### config.mk
export PLATFORM = sky130hd
export DESIGN_NAME = exc_ctrl_unit
export DESIGN_NICKNAME = d
export VERILOG_FILES = /design/src/rtl/exc_pkg.sv /design/src/rtl/exc_prioritizer.sv /design/src/rtl/exc_ret_addr.sv /design/src/rtl/exc_mode_track.sv /design/src/rtl/exc_ctrl_unit.sv
export SDC_FILE = /design/constraint.sdc
export NUM_CORES = 1
export LEC_CHECK = 0
export BUFFER_PORTS_ARGS = -buffer_cell sky130_fd_sc_hd__clkbuf_2
export CAP_MARGIN = 0
export CORE_ASPECT_RATIO = 0.5
export CORE_UTILIZATION = 40
export DETAILED_ROUTE_END_ITERATION = 7
export GPL_ROUTABILITY_DRIVEN = 0
export PLACE_DENSITY = 0.66
export SYNTH_ARGS = -nofsm -noshare
export SYNTH_HDL_FRONTEND = slang
export SYNTH_HIERARCHICAL = 1
export SYNTH_SLANG_ARGS = --single-unit
### constraint.sdc
create_clock -name clk -period 3.5 [get_ports clk]
set_input_delay 0.7 -clock clk [delete_from_list [all_inputs] [get_ports clk]]
set_output_delay 0.7 -clock clk [all_outputs]
set_load 0.02 [all_outputs]
### src/rtl/exc_pkg.sv
package exc_pkg;

    localparam int CAUSE_W    = 4;
    localparam int NUM_CAUSES = 9;
    localparam int INSN_BYTES = 4;

    typedef enum logic [1:0] {
        CLS_NONE  = 2'd0,
        CLS_FAULT = 2'd1,
        CLS_TRAP  = 2'd2,
        CLS_ABORT = 2'd3
    } exc_class_e;

    typedef enum logic [CAUSE_W-1:0] {
        C_OVF      = 4'd0,
        C_DIV0     = 4'd1,
        C_MISALIGN = 4'd2,
        C_PGFAULT  = 4'd3,
        C_RSVD_OP  = 4'd4,
        C_PRIV     = 4'd5,
        C_SYSCALL  = 4'd6,
        C_BRKPT    = 4'd7,
        C_PARITY   = 4'd8
    } cause_e;

    typedef struct packed {
        logic               valid;
        exc_class_e         cls;
        logic [CAUSE_W-1:0] code;
    } exc_pick_t;

    function automatic exc_class_e class_of(input int unsigned code);
        case (code)
            0, 6, 7:       return CLS_TRAP;
            1, 2, 3, 4, 5: return CLS_FAULT;
            8:             return CLS_ABORT;
            default:       return CLS_NONE;
        endcase
    endfunction

endpackage

### src/rtl/exc_prioritizer.sv
module exc_prioritizer
    import exc_pkg::*;
#(
    parameter int N = NUM_CAUSES
) (
    input  logic [N-1:0] req,
    output exc_pick_t    pick
);

    logic [N-1:0] is_fault;
    logic [N-1:0] is_trap;
    logic [N-1:0] is_abort;

    for (genvar gi = 0; gi < N; gi++) begin : g_cls
        assign is_fault[gi] = (class_of(gi) == CLS_FAULT);
        assign is_trap[gi]  = (class_of(gi) == CLS_TRAP);
        assign is_abort[gi] = (class_of(gi) == CLS_ABORT);
    end

    logic [N-1:0] fault_req, trap_req, abort_req;
    assign fault_req = req & is_fault;
    assign trap_req  = req & is_trap;
    assign abort_req = req & is_abort;

    always_comb begin
        pick       = '0;
        pick.cls   = CLS_NONE;
        for (int i = N - 1; i >= 0; i--) begin
            if (trap_req[i]) begin
                pick.valid = 1'b1;
                pick.cls   = CLS_TRAP;
                pick.code  = CAUSE_W'(i);
            end
        end
        for (int i = N - 1; i >= 0; i--) begin
            if (fault_req[i]) begin
                pick.valid = 1'b1;
                pick.cls   = CLS_FAULT;
                pick.code  = CAUSE_W'(i);
            end
        end
        for (int i = N - 1; i >= 0; i--) begin
            if (abort_req[i]) begin
                pick.valid = 1'b1;
                pick.cls   = CLS_ABORT;
                pick.code  = CAUSE_W'(i);
            end
        end
    end

endmodule

### src/rtl/exc_ret_addr.sv
module exc_ret_addr
    import exc_pkg::*;
#(
    parameter int XLEN = 32
) (
    input  logic [XLEN-1:0] pc,
    input  exc_class_e      cls,
    output logic [XLEN-1:0] ret_addr
);

    localparam logic [XLEN-1:0] STEP = XLEN'(INSN_BYTES);

    always_comb begin
        if (cls == CLS_TRAP) ret_addr = pc + STEP;
        else                 ret_addr = pc;
    end

endmodule

### src/rtl/exc_mode_track.sv
module exc_mode_track (
    input  logic clk,
    input  logic rst,
    input  logic take_exc,
    input  logic do_ret,
    input  logic wr_en,
    input  logic wr_val,
    output logic mode_user,
    output logic saved_user
);

    always_ff @(posedge clk) begin
        if (rst) begin
            mode_user  <= 1'b0;
            saved_user <= 1'b0;
        end else if (take_exc) begin
            saved_user <= mode_user;
            mode_user  <= 1'b0;
        end else if (do_ret) begin
            mode_user  <= saved_user;
        end else if (wr_en) begin
            mode_user  <= wr_val;
        end
    end

endmodule

### src/rtl/exc_ctrl_unit.sv
module exc_ctrl_unit
    import exc_pkg::*;
#(
    parameter int          XLEN        = 32,
    parameter int unsigned HANDLER_VEC = 32'h0000_0100
) (
    input  logic                  clk,
    input  logic                  rst,
    input  logic [XLEN-1:0]       cur_pc,
    input  logic [NUM_CAUSES-1:0] exc_req,
    input  logic                  ret_strobe,
    input  logic                  mode_we,
    input  logic                  mode_user_in,
    output logic                  pc_redirect_valid,
    output logic [XLEN-1:0]       pc_redirect,
    output logic [XLEN-1:0]       epc,
    output logic [CAUSE_W-1:0]    cause,
    output logic                  halted,
    output logic                  mode_user
);

    localparam logic [XLEN-1:0] VEC = XLEN'(HANDLER_VEC);

    exc_pick_t       pick;
    logic [XLEN-1:0] ret_addr;
    logic            take_exc, do_ret, mode_wr;
    logic            saved_user;

    exc_prioritizer #(.N(NUM_CAUSES)) u_prio (
        .req  (exc_req),
        .pick (pick)
    );

    exc_ret_addr #(.XLEN(XLEN)) u_ret (
        .pc       (cur_pc),
        .cls      (pick.cls),
        .ret_addr (ret_addr)
    );

    assign take_exc = pick.valid && !halted;
    assign do_ret   = ret_strobe && !halted && !pick.valid;
    assign mode_wr  = mode_we && !halted && !pick.valid && !ret_strobe;

    exc_mode_track u_mode (
        .clk        (clk),
        .rst        (rst),
        .take_exc   (take_exc),
        .do_ret     (do_ret),
        .wr_en      (mode_wr),
        .wr_val     (mode_user_in),
        .mode_user  (mode_user),
        .saved_user (saved_user)
    );

    always_ff @(posedge clk) begin
        if (rst) begin
            epc               <= '0;
            cause             <= '0;
            halted            <= 1'b0;
            pc_redirect_valid <= 1'b0;
            pc_redirect       <= '0;
        end else if (take_exc) begin
            epc   <= ret_addr;
            cause <= pick.code;
            if (pick.cls == CLS_ABORT) begin
                halted            <= 1'b1;
                pc_redirect_valid <= 1'b0;
            end else begin
                pc_redirect_valid <= 1'b1;
                pc_redirect       <= VEC;
            end
        end else if (do_ret) begin
            pc_redirect_valid <= 1'b1;
            pc_redirect       <= epc;
        end else begin
            pc_redirect_valid <= 1'b0;
        end
    end

endmodule

==> impl_metrics.yaml, run 1 <==
sta:
  finalClockSkew_ns: 0.00314
  max_freq_ghz: 0.361
  relSlewSlack: 0.685
  slew_viol_final: 0
  period_minus_slack_ns: 2.77
  finalHoldViolations: 0
  rsz0062_at_grt: "no"
  worst_pin_slew_ns: 0.472
  setup_viol: 0
  setup-tns-final_ns: 0
  period_share: 0.791
pwr:
  ir_drop_mv: 0.239
  power_mw: 1.91
  p_leak_nw: 1.90
  power.density_nw_per_um2: 457
global_routing:
  overflow: 0
  track_usage: 0.200
  grt_pass1_wl_um: 13000
  grt_pass1_vias: 2615
  grt_max_degree: 39
  antenna_found_initial: 0
critical_path:
  cp_max_fo: 31
  worstPathCellList: "clkbuf_2, or4_4, nand2b_4, or4_1, nor3b_2, and2b_4, a22o_1"
  crit_arrival_ns: 3.04
  crit_type: "input port to flop"
  critical-path-max-stage-delay_ns: 0.54
  crit_path_end_kind: "flop"
  crit_required_ns: 3.77
  worstReg2RegStart: "halted$_SDFFE_PP0P_"
  critPathSlowestCell: "or4_4"
  critPathLaunch: "exc_req[4]"
  cp-start-kind: "input port"
clocking:
  cts_resized: 0
  ctsHoldBuffers: 0
  clkSinkCount: 72
  worstSkewPairLatency_ns: 0.33
  tritoncts: "done"
  htree_levels: 3
  postCtsSetupRepairBufs: 0
  cts_buffers: 9
  clk_pin_slew_ns: 0.05
  clk_path_buf_depth: 2
  root_buffer: "clkbuf_16"
run_status:
  status: "finished clean"
flow_run:
  drv_cap: 0
routing:
  drtPass1Iterations: 7
  drt_first_iter_violations: 131
  ant_nets: 0
  wl_per_cell_um: 13.9
  vias: 2905
  drt-vias-per-instance: 4.96
  wirelength_um: 8140
  drcViolationCount: 0
synth:
  synth_top_family_by_area: "simple AND/OR/NAND/NOR gates"
  yosys_warnings: 6
  synth_nets: 407
  synthTopCellsByArea: "dfxtp_1, nand2_1, a22o_1"
  synth_compound_area_frac: 0.164
  seq_area_frac_synth: 0.434
  yosys.area_share.simple: 0.255
  yosys.area_share.xor_xnor: 0.0765
  netlist_area_um2: 3320
  synth_edf_count: 0
  yosys.area.top_type: "dfxtp_1"
  synthDistinctLibCells: 49
  synthArstFlopShare: 0
  synth_top_area_frac: 0.434
  ys.flop_type: "dfxtp_1"
  syn_inst: 360
  avgSynthCellArea_um2: 9.22
  ys_ff_latch: 72
  synth_mux_area_frac: 0.00942
  synth_fa_ha_area_frac: 0.00377
floorplanning:
  placementRows: 23
  die_area_um2: 8690
  initial_core_util: 0.413
  fp.dieH_um: 66.4
  coreArea_um2: 8030
  pin_count: 117
  die_w_um: 131
cells_and_area:
  final_common_cell: "clkbuf_2"
  fin_nets: 518
  antenna_cells: 0
  drive_above_1_share: 0.327
  area_delta_synth_final_pct: 26.0
  layout_common_cells: "clkbuf_2, nand2_1, dfxtp_1, a21oi_1, a22o_1"
hold_path:
  hold_class: "flop to flop"
  hp-start: "cause[0]$_SDFFE_PP0P_"
placement:
  place.port_buffers: 116
  hpwl_um: 5870
[path summary, 6_finish.rpt]
kind / cells past startpoint / to / slack, ns
max: 7 / pc_redirect[14]$_SDFFE_PP0P_ / 0.73
min: 2 / cause[0]$_SDFFE_PP0P_ / 0.46
min reg2reg: 2 / cause[0]$_SDFFE_PP0P_ / 0.46
max reg2reg: 4 / u_mode/saved_user$_SDFFE_PP0P_ / 2.03
[worst max-delay path, delay by kind of cell]
| family | cells | cell delay [ns] |
|---|---|---|
| and+or+nand+nor | 5 | 1.99 |
| buffers and inverters | 1 | 0.12 |
| AOI/OAI and AO/OA | 1 | 0.22 |
[where the power goes]
| part | switching, mW | internal [mW] | total [mW] |
|---|---|---|---|
| registers | 0.0234 | 0.850 | 0.874 |
| logic | 0.150 | 0.0829 | 0.233 |
| clock network | 0.315 | 0.490 | 0.805 |
[logic make-up (layout without fill, tap and decap cells)]
logic type	Yosys count	count (layout)
and+or+nand+nor	148	148
AOI/OAI and AO/OA	77	77
DFF	72	72
buffers and inverters	30	144
xor gates and xnor gates	29	29
muxes	3	3
adders and majority gates	1	1
[synth_stat cells (2+ instances only)]
cell type / n
nand2_1: 83
dfxtp_1: 72
a21oi_1: 37
a22o_1: 32
xnor2_1: 19
nand3_1: 13
buf_4: 11
xor2_1: 10
inv_1: 7
nor2_1: 7
and3_1: 6
nor3_1: 6
nand4_1: 5
buf_2: 4
buf_6: 4
clkbuf_1: 3
and2_1: 2
and4_1: 2
mux2i_1: 2
nand4_4: 2
nor2b_1: 2
nor4_2: 2
nor4_4: 2
nor4b_1: 2
[layer usage]
layer	GRT usage	part of all wire	vias to the layer above
li1	-	-	1484
met1	0.265	0.50	1355
met2	0.304	0.46	61
met3	0.0655	0.038	5
met4	0.0647	0.0057	0
met5	0	0	-
[layout make-up]
| class | instances | area (µm²) |
|---|---|---|
| inverter | 8 | 32.5 |
| clock buffer | 13 | 250 |
| clock inverter | 1 | 5.00 |
| multi-input combinational | 258 | 1690 |
| fill | 782 | 3850 |
| sequential | 72 | 1440 |
| timing repair buffer | 122 | 626 |
| tap | 112 | 140 |
[flip-flops by register name, summed over array words and instances, names as in the netlist]
name / flops
u_mode/mode_user: 1
epc: 32
u_mode/saved_user: 1
halted: 1
cause: 4
pc_redirect: 32
pc_redirect_valid: 1
[through the flow]
step | area [µm²] | hold slack [ns] | cells | setup WS (ns) | util
2_1_floorplan | 3320 | 0.461 | 360 | 0.743 | -
3_3_place_gp | 3930 | 0.456 | 572 | 0.439 | 0.489
3_5_place_dp | 3930 | 0.452 | 572 | 0.394 | 0.489
4_1_cts | 4180 | 0.459 | 586 | 0.732 | 0.521
5_1_grt | 4180 | 0.494 | 586 | 0.627 | 0.521
6_report | 4180 | 0.458 | 586 | 0.730 | 0.521
(Power assumes the default switching activity.)
==> run 2: changes to the inputs <==
--- a/config.mk
+++ b/config.mk
@@ -5,13 +5,14 @@
 export SDC_FILE = /design/constraint.sdc
 export NUM_CORES = 1
 export LEC_CHECK = 0
+export ABC_AREA = 1
 export BUFFER_PORTS_ARGS = -buffer_cell sky130_fd_sc_hd__clkbuf_2
 export CAP_MARGIN = 0
 export CORE_ASPECT_RATIO = 0.5
 export CORE_UTILIZATION = 40
 export DETAILED_ROUTE_END_ITERATION = 7
 export GPL_ROUTABILITY_DRIVEN = 0
-export PLACE_DENSITY = 0.66
+export PLACE_DENSITY = 0.65
 export SYNTH_ARGS = -nofsm -noshare
 export SYNTH_HDL_FRONTEND = slang
 export SYNTH_HIERARCHICAL = 1
==> constraint.sdc (replaced) <==
create_clock -name clk -period 2.6 [get_ports clk]
set_input_delay 0.52 -clock clk [delete_from_list [all_inputs] [get_ports clk]]
set_output_delay 0.52 -clock clk [all_outputs]
set_load 0.02 [all_outputs]
==> impl_metrics.yaml, run 2 <==
sta:
  slew_viol_final: 0
  worst_pin_slew_ns: 0.697
  finalHoldViolations: 0
  period_minus_slack_ns: 2.12
  period_share: 0.814
  rsz0062_at_grt: "no"
  max_freq_ghz: 0.473
  hold_ws_ns: 0.384
  finalClockSkew_ns: 0.00719
  setup-tns-final_ns: 0
  setup_viol: 0
  relSlewSlack: 0.535
critical_path:
  worstPathCellList: "clkbuf_2, inv_1, nand2_1, inv_1, nand3_1, o21ai_0, nand2_2, nor2_2, nand3_2, nor2_1, nand2_1, nand2_1, nand2_1, nand2_1, a21oi_1"
  r2r_cells: 5
  critPathSlowestCell: "o21ai_0"
  critical-path-max-stage-delay_ns: 0.27
  crit_cells: 15
  crit_family: "simple AND/OR/NAND/NOR gates"
  cp_max_fo: 9
  worstPathBufferInverterCount: 3
  crit_type: "input port to flop"
  crit_required_ns: 2.79
  crit_path_end_kind: "flop"
  critical_path.most_common_cell: "nand2_1"
  crit_arrival_ns: 2.31
  cp-start-kind: "input port"
synth:
  synth_edf_count: 0
  synth_top_area_frac: 0.391
  yosys_warnings: 6
  syn_inst: 518
  avgSynthCellArea_um2: 7.12
  ys_ff_latch: 72
  netlist_area_um2: 3690
  synthDistinctLibCells: 30
  synth_nets: 565
  yosys.area.top_type: "dfxtp_1"
  synthArstFlopShare: 0
  synthTopCellsByCount: "nand2_1, dfxtp_1, a21oi_1"
  seq_area_frac_synth: 0.391
  synth_most_common_cell: "nand2_1"
  synthTopCellsByArea: "dfxtp_1, nand2_1, a21oi_1"
  ys.flop_type: "dfxtp_1"
global_routing:
  track_usage: 0.215
  overflow: 0
  grt_pass1_wl_um: 16000
  grt_pass1_vias: 3358
  antenna_found_initial: 0
  grt_max_degree: 65
clocking:
  clkSinkCount: 72
  postCtsSetupRepairBufs: 0
  clk_pin_slew_ns: 0.06
  clk_path_buf_depth: 2
  worstSkewPairLatency_ns: 0.34
  cts_buffers: 9
  ctsHoldBuffers: 0
  htree_levels: 3
  tritoncts: "done"
  root_buffer: "clkbuf_16"
  cts_resized: 0
floorplanning:
  die_area_um2: 9630
  pin_count: 117
  fp.dieH_um: 69.9
  coreArea_um2: 8830
  die_w_um: 138
  placementRows: 24
  initial_core_util: 0.418
cells_and_area:
  seqCellArea_um2: 1440
  antenna_cells: 0
  layout_common_cells: "nand2_1, clkbuf_2, dfxtp_1, a21oi_1, nand3_1"
  area_delta_synth_final_pct: 23.3
  fin_nets: 671
  multiInputGateArea_um2: 1920
  top_regs: "epc: 32 flops, pc_redirect: 32 flops, cause: 4 flops"
  fillCellCount: 922
  final_common_cell: "nand2_1"
  drive_above_1_share: 0.269
routing:
  ant_nets: 0
  wirelength_um: 9860
  drt-vias-per-instance: 4.88
  drtPass1Iterations: 4
  vias: 3644
  drcViolationCount: 0
  wl_per_cell_um: 13.2
  drt_first_iter_violations: 198
placement:
  place.port_buffers: 116
  hpwl_um: 7100
pwr:
  power.density_nw_per_um2: 594
  power_mw: 2.70
  ir_drop_mv: 0.327
  p_leak_nw: 2.08
flow_run:
  drv_cap: 0
hold_path:
  holdPathStages: 2
  hold_class: "input port to flop"
run_status:
  status: "finished clean"
## run 2: report_power, final
part           internal (mW)  total, mW  switching (mW)
clock                  0.723       1.18           0.459
sequential              1.15       1.18          0.0317
combinational          0.112      0.341           0.229
total                   1.98       2.70           0.720
## run 2: final timing paths
| path | endpoint | slack (ns) | startpoint |
|---|---|---|---|
| setup / recovery | epc[26]$_SDFFE_PP0P_ | 0.48 | exc_req[3] |
| hold / removal | u_mode/saved_user$_SDFFE_PP0P_ | 0.38 | rst |
| hold reg to reg | u_mode/saved_user$_SDFFE_PP0P_ | 0.46 | u_mode/saved_user$_SDFFE_PP0P_ |
| setup reg to reg | epc[22]$_SDFFE_PP0P_ | 1.19 | halted$_SDFFE_PP0P_ |
## run 2: final cells by class
type,instances,share of cell area
Clock inverter,2,0.00275
Tap cell,117,0.0322
Timing Repair Buffer,121,0.136
Multi-Input combinational cell,385,0.422
Inverter,35,0.0292
Clock buffer,14,0.0603
Sequential cell,72,0.317
## run 2: through the flow
step                setup WS (ns)   util  std cells  area (µm²)
finish                      0.484  0.515        746        4540
global route                0.210  0.515        746        4540
CTS                         0.485  0.515        746        4540
detailed placement          0.121  0.482        730        4260
global placement            0.161  0.482        730        4260
floorplan                   0.607      -        518        3690
## run 2: metal layers
layer | GRT usage | part of all wire | vias up
li1 | - | - | 1885
met1 | 0.292 | 0.51 | 1659
met2 | 0.318 | 0.42 | 90
met3 | 0.0726 | 0.066 | 10
met4 | 0.0688 | 0.011 | 0
met5 | 0 | 0 | -
## run 2: cell families (layout without fill, tap and decap cells)
family,count (synthesis),in the layout,share of synthesized area
flops,72,72,0.391
fa+ha+maj,1,1,0.00339
simple gates,287,287,0.361
compound gates,76,76,0.106
buf+inv,61,172,0.0882
xor+xnor,21,21,0.0499
